[src/rtl/tsq_pkg.sv]
// Shared register addresses and status-bit positions for the two-step
// timestamp queue. Assumes a 2-bit address and a 32-bit data path.
package tsq_pkg;
    localparam logic [1:0] ADDR_STATUS = 2'd0;
    localparam logic [1:0] ADDR_STAMP  = 2'd1;
    localparam logic [1:0] ADDR_SUBNS  = 2'd2;

    localparam int BIT_VALID   = 0;
    localparam int BIT_OVF     = 1;
    localparam int BIT_TXENT   = 2;
    localparam int BIT_ADVANCE = 3;
    localparam int BIT_OVF_CLR = 4;
    localparam int PORT_LSB    = 16;

    localparam int SUBNS_W = 8;
endpackage

[src/rtl/tsq_entry_fmt.sv]
// Builds the two linked queue entries for one push. The entry layout is
// {txflag, port, stamp, subns}. Assumes ID_W - 8 <= NSEC_W and ID_W > 8.
module tsq_entry_fmt #(
    parameter int PORT_W = 7,
    parameter int NSEC_W = 30,
    parameter int ID_W   = 16,
    localparam int ENT_W = 1 + PORT_W + NSEC_W + tsq_pkg::SUBNS_W
) (
    input  logic [PORT_W-1:0] port,
    input  logic [NSEC_W-1:0] nsec,
    input  logic [ID_W-1:0]   id,
    output logic [ENT_W-1:0]  ent_tx,
    output logic [ENT_W-1:0]  ent_id
);
    localparam int HI_W = ID_W - tsq_pkg::SUBNS_W;

    logic [NSEC_W-1:0] id_hi;

    // Zero-extend the upper id bits into the stamp field.
    always_comb begin
        id_hi = '0;
        id_hi[HI_W-1:0] = id[ID_W-1:tsq_pkg::SUBNS_W];
    end

    // Transmit entry carries nanoseconds; id entry carries the split id.
    always_comb begin
        ent_tx = {1'b1, port, nsec, {tsq_pkg::SUBNS_W{1'b0}}};
        ent_id = {1'b0, port, id_hi, id[tsq_pkg::SUBNS_W-1:0]};
    end
endmodule

[src/rtl/tsq_store.sv]
// Circular entry store that accepts two entries per cycle and pops one.
// A pair is accepted only if two slots are free, judged on the count before
// any same-cycle pop. Assumes DEPTH is a power of two and at least 2.
module tsq_store #(
    parameter int ENT_W = 46,
    parameter int DEPTH = 16,
    localparam int PTR_W = $clog2(DEPTH),
    localparam int CNT_W = $clog2(DEPTH + 1)
) (
    input  logic             clk,
    input  logic             rst_n,
    input  logic             push2,
    input  logic [ENT_W-1:0] din0,
    input  logic [ENT_W-1:0] din1,
    input  logic             pop,
    output logic [ENT_W-1:0] head,
    output logic             not_empty,
    output logic [CNT_W-1:0] count,
    output logic             accept,
    output logic             drop,
    output logic             pop_eff
);
    logic [ENT_W-1:0] mem [DEPTH];
    logic [PTR_W-1:0] wr_ptr;
    logic [PTR_W-1:0] rd_ptr;
    logic [PTR_W-1:0] wr_ptr_n1;

    // Decide whether this cycle's pair fits and whether a pop is real.
    always_comb begin
        accept    = push2 && (count <= CNT_W'(DEPTH - 2));
        drop      = push2 && !accept;
        not_empty = (count != '0);
        pop_eff   = pop && not_empty;
        wr_ptr_n1 = wr_ptr + PTR_W'(1);
        head      = mem[rd_ptr];
    end

    // Write both entries of an accepted pair into consecutive slots.
    always_ff @(posedge clk) begin
        if (accept) begin
            mem[wr_ptr]    <= din0;
            mem[wr_ptr_n1] <= din1;
        end
    end

    // Advance the pointers and track the occupancy.
    always_ff @(posedge clk) begin
        if (!rst_n) begin
            wr_ptr <= '0;
            rd_ptr <= '0;
            count  <= '0;
        end else begin
            if (accept)
                wr_ptr <= wr_ptr + PTR_W'(2);
            if (pop_eff)
                rd_ptr <= rd_ptr + PTR_W'(1);
            count <= count + (accept ? CNT_W'(2) : CNT_W'(0))
                           - (pop_eff ? CNT_W'(1) : CNT_W'(0));
        end
    end
endmodule

[src/rtl/tsq_regs.sv]
// Register front end: decodes software writes into advance and overflow
// clear, holds the sticky overflow flag, and muxes the head entry onto the
// read bus. Assumes PORT_W <= 8 and NSEC_W <= 32.
module tsq_regs #(
    parameter int PORT_W = 7,
    parameter int NSEC_W = 30
) (
    input  logic              clk,
    input  logic              rst_n,
    input  logic              reg_wr,
    input  logic [1:0]        reg_addr,
    input  logic [31:0]       reg_wdata,
    input  logic              head_valid,
    input  logic              head_tx,
    input  logic [PORT_W-1:0] head_port,
    input  logic [NSEC_W-1:0] head_stamp,
    input  logic [7:0]        head_subns,
    input  logic              drop,
    output logic              pop,
    output logic              ovf,
    output logic              ovf_clr,
    output logic [31:0]       reg_rdata
);
    import tsq_pkg::*;

    logic status_wr;

    // Decode the status-word command bits.
    always_comb begin
        status_wr = reg_wr && (reg_addr == ADDR_STATUS);
        pop       = status_wr && reg_wdata[BIT_ADVANCE];
        ovf_clr   = status_wr && reg_wdata[BIT_OVF_CLR];
    end

    // Sticky overflow: a drop wins over a clear in the same cycle.
    always_ff @(posedge clk) begin
        if (!rst_n)
            ovf <= 1'b0;
        else if (drop)
            ovf <= 1'b1;
        else if (ovf_clr)
            ovf <= 1'b0;
    end

    // Read mux; head fields read as zero when the queue is empty.
    always_comb begin
        reg_rdata = '0;
        unique case (reg_addr)
            ADDR_STATUS: begin
                reg_rdata[BIT_VALID] = head_valid;
                reg_rdata[BIT_OVF]   = ovf;
                reg_rdata[BIT_TXENT] = head_valid && head_tx;
                if (head_valid)
                    reg_rdata[PORT_LSB +: PORT_W] = head_port;
            end
            ADDR_STAMP:
                if (head_valid) reg_rdata[NSEC_W-1:0] = head_stamp;
            ADDR_SUBNS:
                if (head_valid) reg_rdata[7:0] = head_subns;
            default: reg_rdata = '0;
        endcase
    end
endmodule

[src/rtl/twostep_ts_queue.sv]
// Top of the two-step egress timestamp queue. Each push becomes a transmit
// entry followed by an id entry. Software reads and pops through three
// registers, and irq follows the not-empty state.
module twostep_ts_queue #(
    parameter int DEPTH  = 16,
    parameter int PORT_W = 7,
    parameter int NSEC_W = 30,
    parameter int ID_W   = 16,
    localparam int ENT_W = 1 + PORT_W + NSEC_W + tsq_pkg::SUBNS_W,
    localparam int CNT_W = $clog2(DEPTH + 1)
) (
    input  logic              clk,
    input  logic              rst_n,
    input  logic              push_valid,
    input  logic [PORT_W-1:0] push_port,
    input  logic [NSEC_W-1:0] push_nsec,
    input  logic [ID_W-1:0]   push_id,
    input  logic              reg_wr,
    input  logic [1:0]        reg_addr,
    input  logic [31:0]       reg_wdata,
    output logic [31:0]       reg_rdata,
    output logic              irq
);
    logic [ENT_W-1:0] ent_tx, ent_id, head;
    logic             not_empty, accept, drop, pop, pop_eff, ovf, ovf_clr;
    logic [CNT_W-1:0] count;

    tsq_entry_fmt #(.PORT_W(PORT_W), .NSEC_W(NSEC_W), .ID_W(ID_W)) u_fmt (
        .port(push_port), .nsec(push_nsec), .id(push_id),
        .ent_tx(ent_tx), .ent_id(ent_id)
    );

    tsq_store #(.ENT_W(ENT_W), .DEPTH(DEPTH)) u_store (
        .clk(clk), .rst_n(rst_n), .push2(push_valid),
        .din0(ent_tx), .din1(ent_id), .pop(pop),
        .head(head), .not_empty(not_empty), .count(count),
        .accept(accept), .drop(drop), .pop_eff(pop_eff)
    );

    tsq_regs #(.PORT_W(PORT_W), .NSEC_W(NSEC_W)) u_regs (
        .clk(clk), .rst_n(rst_n), .reg_wr(reg_wr), .reg_addr(reg_addr),
        .reg_wdata(reg_wdata), .head_valid(not_empty),
        .head_tx(head[ENT_W-1]),
        .head_port(head[ENT_W-2 -: PORT_W]),
        .head_stamp(head[tsq_pkg::SUBNS_W +: NSEC_W]),
        .head_subns(head[tsq_pkg::SUBNS_W-1:0]),
        .drop(drop), .pop(pop), .ovf(ovf), .ovf_clr(ovf_clr),
        .reg_rdata(reg_rdata)
    );

    // Level interrupt while any entry waits.
    always_comb irq = not_empty;
endmodule

[config.mk]
export PLATFORM = sky130hd
export DESIGN_NAME = twostep_ts_queue
export DESIGN_NICKNAME = d
export VERILOG_FILES = /design/src/rtl/tsq_pkg.sv /design/src/rtl/tsq_entry_fmt.sv /design/src/rtl/tsq_store.sv /design/src/rtl/tsq_regs.sv /design/src/rtl/twostep_ts_queue.sv
export SDC_FILE = /design/constraint.sdc
export NUM_CORES = 1
export LEC_CHECK = 0
export BUFFER_PORTS_ARGS = -buffer_cell sky130_fd_sc_hd__buf_2
export CAP_MARGIN = 20
export CORE_MARGIN = 5
export CORE_UTILIZATION = 45
export DETAILED_ROUTE_END_ITERATION = 10
export HOLD_SLACK_MARGIN = 0.12
export PLACE_DENSITY = 0.63
export SETUP_SLACK_MARGIN = 0.3
export SLEW_MARGIN = 20
export SYNTH_ARGS = -nofsm -noshare
export SYNTH_HDL_FRONTEND = slang
export SYNTH_SLANG_ARGS = --single-unit
[constraint.sdc]
create_clock -name clk -period 5.15 [get_ports clk]
set_input_delay 0.7725 -clock clk [delete_from_list [all_inputs] [get_ports clk]]
set_output_delay 0.7725 -clock clk [all_outputs]
set_load 0.005 [all_outputs]
Word-level counts from Yosys, hierarchy flattened:

Memory sizes are Yosys's and may differ from the RTL's. A register that Yosys moved wholly into a read port is not among the register bits.
Index checks and enable logic that the tools add are counted.
W data, S select, Z words.

* reduce and logical (&&, ||, !) cells: 11
* multiply operators: 0
* mux-type cells: 16
* div/mod/pow operators: 0
* bitwise operators: 0
* shifts and indexed selects: 0
* equality and inequality tests: 2
* magnitude comparators: 1
* add/sub/neg operators: 5

Operators by type and width (count)
* $mux W30: 1
* $mux W8: 2
* $mux W7: 2
* $pmux W7 S2: 1
* $pmux W5 S2: 1
* $pmux W3 S3: 1
* $add A4 B1 Y4 const B: 2
* $mux W4: 2
* $logic_and A1 B1 Y1: 7
* $add A5 B5 Y5: 1
* $le A5 B4 Y1 const B: 1
* $mux W1: 5
* $reduce_bool A5 Y1: 1
* $sub A5 B5 Y5: 1
* $add A4 B2 Y4 const B: 1
* $eq A2 B1 Y1 const B: 1
* $eq A2 B2 Y1 const B: 1
* $logic_not A2 Y1: 1
* $mux W2: 1
* $reduce_bool A2 Y1: 1
* $logic_not A1 Y1: 1

* output and inout port bits: 33
* bits in writable memories: 736
* bits in latches: 0
* ROM bits: 0
* word-level logic and storage cells: 40
* bits in registers: 14
* memories kept: 1

Memory list
* u_store.mem: depth 16, bits a word 46, rd ports 1, clocked after memory_dff 1, wr ports 2, line tsq_store.sv:23 `logic [ENT_W-1:0] mem [DEPTH];`

Depth between registers and ports, before layout:

* word-level depth: 6
* depth in mapped cells: 13
* depth with buffers taken out: 12

Cells and area by module:

A second synthesis with hierarchy kept.

* cells, all modules: 1379
* area total of the unflattened synthesis: 29478.3 µm²

By module, submodules not included
* tsq_store: area each 28285.9 µm², cells each 1214, instances 1, sequential area each 22421.5 µm²
* tsq_entry_fmt: area each 698.2 µm², cells each 94, instances 1, sequential area each 0.0 µm²
* tsq_regs: area each 494.2 µm², cells each 71, instances 1, sequential area each 20.0 µm²

Least setup slack after synthesis:

No wires, ideal clock.

* path type: input to register
* start point: in push_valid
* end point: mem u_store.mem[0][10], enable pin
* library setup time: 529 ps
* setup slack: -375 ps
* cell stages on the path: 4
* arrival time: 4996 ps
* path through: inv_1 a211oi_1 nand2b_1 nor3_1

RTL lines
* start, declared: line twostep_ts_queue.sv:14 `input logic push_valid,`
* end, declared: line tsq_store.sv:23

==> results.txt <==
* Status: finished, final reports clean
* Root Buffer Master: sky130_fd_sc_hd__clkbuf_16
- Fill cell count: 3035
- After synthesis, the share of flip-flops with an asynchronous set or reset is 0%.
* Hold Path Stages: 1
- The internal power of the cells totals 0.00611 W.
- The pre-antenna-repair detailed-routing pass consisted of 5 iterations.
* Unrepaired setup endpoints after global routing: false
- The final route contains ~8.1k vias.
- Among all flip-flop cells after synthesis, the most frequent one is sky130_fd_sc_hd__edfxtp_1.
* Reg2reg setup slack: 1.94 ns
- Adding up every negative setup slack in the final design gives 0 ns.
- In this run, placement finished with an instance count of between 1k and 1.5k.
* Flip-flop and latch count after synthesis: about 440
* HPWL after detailed placement: ~19000 um
* Top routing layer used: met5
- The final critical path takes up 76.4% of the cycle.
- The first global-routing pass estimated approximately 53000 um of wire.
* Std-Cell Core Area: 37700 um2
* Maximum single-stage delay on the critical path: around 0.7 ns
- Critical path start-end classification: register to primary output
- Traced cell by cell, the critical path runs through buf_4, mux4_2, mux2i_1, o22ai_1, a31oi_1, nor2_1, buf_2.
* CTS Buffer Depth: 3
- Net count, final: 1056
* Transition time of the tightest slew-check pin: between 0.9 and 1 ns
- Max IR drop VDD: roughly 260 uV
- Initial Utilization: approximately 46%
* Fin Clk Skew: around 0.018 ns
* Number of cells upsized or downsized after cts: 0
- Cells after Synth: 834
- Clock latency on the worst-skew pair, taken at its later pin, is 0.56 ns.
- Detailed route wirelength on metal3: 1950 um
- Clock-pin slew was measured on the worst setup and hold paths at 0.06 ns.
- Pin count of the biggest net entering global routing: 54
- The clock drives about 440 sinks.
* Average instance area after synthesis: a little over 20 um2
- Multi-input logic area: 3840 um2
* Power density over the cells: about 400 nW/um2
- Number of enable flip-flop cells after synthesis: ~420
- Final core occ: 52.1%
- Register area share after synthesis: roughly 76%
- Count of input and output buffers: 91
- After detailed routing, the met2 layer carries roughly 17000 um of wire.
* Switching part of the total power: between 20% and 30%
- Maximum achievable frequency: roughly 250 MHz
- The number of global-route vias before repair was roughly 8.7k.
* Number of antenna violations at the first check in global routing: 4
* Maxcap violations: 0
* Total number of placement rows: 71
- Remaining design rule violation count: 0
- Hold Buf Count CTS: 0
- Largest fanout on the critical path: 35
- Psw: around 0.0017 W
* First DRT Iteration DRCs: ~540
* Cell with the biggest individual delay on the critical path: sky130_fd_sc_hd__dfxtp_4
- For the worst setup path, the data arrival time is between 3 and 4 ns.
- Ratio of routed vias to standard cells: 5.45
- For this block, the routed nets add up to 34800 um of wire.
- Post-CTS Setup Inserts: 0
- Global routing used 16.9% of the available tracks.
- Headroom to the max-slew limit came out at a little over a third.
- In this run, the combinational gates consume under 10% of the power.
- Die Y-Extent: 205 um
- In this run the critical register-to-register path is captured at u_store.mem[14][25]$_DFFE_PP_.
- Worst Hold Class: primary input to register
- Top-level I/O count: between 100 and 150
* Die X-Extent: ~210 um
* CP Capture Type: primary output
* CP required: around 4.4 ns
* Min-Delay Startpoint: push_nsec[28]
- Number of clock buffers inserted by TritonCTS: 45
* Setup violation total in the final timing report: 0
* Synthesis-to-finish area growth: 14.5%
- In the final routed layout, each cell accounts on average for about 23 um.
* Count of cells along the worst register-to-register path: 7
- Worst Path Buf+Inv: 2
- The floorplan step defined a die boundary enclosing 42100 um2.
- For this design the static power due to leakage is roughly 6.3 nW.
* Min cycle time layout: a little under 4 ns
- Yosys Warn Count: 0
- The clock tree synthesis step divided the H-tree into 2 levels.
* Hold Vio Cnt, Final: 0
- The worst setup path is launched from a register.
- Area taken by flip-flops and latches: about 13000 um2
- In the final layout, the share of cells above drive strength 1 is between 20% and 30%.
- Endpoint of the worst hold-timing path: u_store.mem[8][36]$_DFFE_PP_
- The clock network burns between 30 and 40% of the power.
- Finished Layout Cells: 1492
* DRT antenna net count: 0
* Reg2Reg Launch Point: u_store.count[4]$_SDFF_PN0_
* Number of slew-limit violations in the final report: 0
* Clock tree from TritonCTS: done
- The total overflow left after global routing is 0.
- Netlist area before placement: approximately 17000 um2
* Routed length on met1: around 15000 um
* Count of distinct cell types in the synthesized netlist: 46
* Weighted congestion reported at the end of routability-driven placement: ~0.75
- In this run, flip-flops and latches consume 53.5% of the power.
* Crit path max-delay family: multiplexers
## synthesized netlist by cell type, types with 2 or more instances
library cell,instances,share of area (%)
sky130_fd_sc_hd__clkbuf_1,10,0.22
sky130_fd_sc_hd__mux2i_1,39,2.3
sky130_fd_sc_hd__nand2b_1,5,0.18
sky130_fd_sc_hd__mux2_2,12,0.79
sky130_fd_sc_hd__nor2_1,11,0.24
sky130_fd_sc_hd__o21ai_0,3,0.088
sky130_fd_sc_hd__buf_4,10,0.44
sky130_fd_sc_hd__buf_1,4,0.088
sky130_fd_sc_hd__a22oi_1,3,0.13
sky130_fd_sc_hd__o221ai_1,9,0.46
sky130_fd_sc_hd__buf_2,15,0.44
sky130_fd_sc_hd__a31oi_1,4,0.15
sky130_fd_sc_hd__inv_1,14,0.31
sky130_fd_sc_hd__o22ai_1,13,0.47
sky130_fd_sc_hd__nand3_1,10,0.29
sky130_fd_sc_hd__a2111oi_0,2,0.10
sky130_fd_sc_hd__a211oi_1,2,0.088
sky130_fd_sc_hd__mux4_2,92,12
sky130_fd_sc_hd__nor2b_1,7,0.26
sky130_fd_sc_hd__and2_1,8,0.29
sky130_fd_sc_hd__ha_1,14,1.0
sky130_fd_sc_hd__buf_6,3,0.20
sky130_fd_sc_hd__nor3_1,7,0.20
sky130_fd_sc_hd__dfxtp_1,17,2.0
sky130_fd_sc_hd__nand2_1,46,1.0
sky130_fd_sc_hd__edfxtp_1,424,74
sky130_fd_sc_hd__a21boi_0,2,0.088
sky130_fd_sc_hd__a21oi_1,27,0.79
sky130_fd_sc_hd__xor2_1,2,0.10
sky130_fd_sc_hd__xnor2_1,3,0.15
## routing by layer
layer	vias to the layer above	global-route usage [%]
met2	192	27.5
li1	3653	-
met1	4228	23.4
met5	-	0
met3	54	3.50
met4	2	4.88
## through the flow
step	cell area, um2	worst slack [ns]	total power, W	hold WS [ns]
after floorplan	17200	1.04	0.00463	0.469
final	19600	1.22	0.00781	0.484
after global placement	18300	1.69	0.00487	0.480
after global routing	19600	0.974	0.00812	0.463
after detailed placement	18300	1.67	0.00489	0.493
after CTS	19600	1.10	0.00789	0.456
## layout make-up
class / count / share of cell area, %
flip-flops and latches: 441 / 66.7
multi-input cells: 336 / 19.6
clock buffers: 60 / 6.03
repair buffers: 110 / 3.37
well taps: 511 / 3.26
clock inverters: 15 / 0.740
inverters: 16 / 0.319
diodes: 3 / 0.0383
## kinds of logic (layout without fill, tap and decap cells)
| kind of cell | count (synthesis) | in the layout | synth area share [%] |
|---|---|---|---|
| AO/OA/AOI/OAI | 66 | 66 | 2.42 |
| XOR/XNOR | 5 | 5 | 0.256 |
| adder cells (fa/ha/maj) | 15 | 15 | 1.14 |
| buffers and inverters | 58 | 201 | 1.73 |
| flip-flops | 441 | 441 | 76.3 |
| multiplexers | 143 | 143 | 15.2 |
| other | 1 | 5 | 0.0219 |
| AND/OR/NAND/NOR | 105 | 105 | 3.01 |
## registers in the layout, indices dropped and copies added, names as in the netlist, named ones only
| signal | flops |
|---|---|
| u_store.count | 5 |
| u_store.rd_ptr | 4 |
| u_regs.ovf | 1 |
| u_store.wr_ptr | 3 |
| u_store.mem | 424 |
## cells in the final DEF (no fill, tap or decap), types with 4 or more instances in the layout
cell type	count
sky130_fd_sc_hd__clkbuf_16	45
sky130_fd_sc_hd__ha_1	14
sky130_fd_sc_hd__nor3_1	5
sky130_fd_sc_hd__dfxtp_1	14
sky130_fd_sc_hd__nor2_4	6
sky130_fd_sc_hd__a21oi_1	27
sky130_fd_sc_hd__nand2_1	46
sky130_fd_sc_hd__mux4_2	92
sky130_fd_sc_hd__o22ai_1	13
sky130_fd_sc_hd__buf_12	5
sky130_fd_sc_hd__buf_2	91
sky130_fd_sc_hd__nor2b_1	7
sky130_fd_sc_hd__a31oi_1	4
sky130_fd_sc_hd__nand2b_1	5
sky130_fd_sc_hd__edfxtp_1	424
sky130_fd_sc_hd__o221ai_1	9
sky130_fd_sc_hd__buf_4	14
sky130_fd_sc_hd__clkinv_1	7
sky130_fd_sc_hd__mux2_2	12
sky130_fd_sc_hd__mux2i_1	39
sky130_fd_sc_hd__clkbuf_1	15
sky130_fd_sc_hd__and2_1	8
sky130_fd_sc_hd__nand3_1	10
sky130_fd_sc_hd__nor2_1	5
sky130_fd_sc_hd__clkinv_2	5
sky130_fd_sc_hd__inv_1	14
## power by group through the flow
stage / logic (W) / clock network [W] / registers [W]
floorplan: 0.000389 / 0 / 0.00424
global placement: 0.000626 / 0 / 0.00424
detailed placement: 0.000634 / 0 / 0.00425
CTS: 0.000636 / 0.00308 / 0.00418
global route: 0.000695 / 0.00324 / 0.00419
finish: 0.000623 / 0.00301 / 0.00418
## worst reg2reg max path, cell delays in order (launching register included)
cell and delay, ns:
sky130_fd_sc_hd__dfxtp_1 0.36, sky130_fd_sc_hd__inv_1 0.06, sky130_fd_sc_hd__ha_1 0.16, sky130_fd_sc_hd__and3_2 0.21, sky130_fd_sc_hd__a211oi_1 0.54, sky130_fd_sc_hd__nand2_1 0.39, sky130_fd_sc_hd__nor2_4 0.80, sky130_fd_sc_hd__buf_12 0.34
## worst max path at each step
stage	start	end	depth (start not counted)
floorplan	push_valid	u_store.mem[12][10]$_DFFE_PP_	4
global placement	register	reg_rdata[2]	7
detailed placement	reg_addr[0]	reg_rdata[4]	8
CTS	register	reg_rdata[2]	7
global route	register	reg_rdata[2]	7
finish	register	reg_rdata[2]	7
Note: power is estimated with default switching activity, not from simulation.
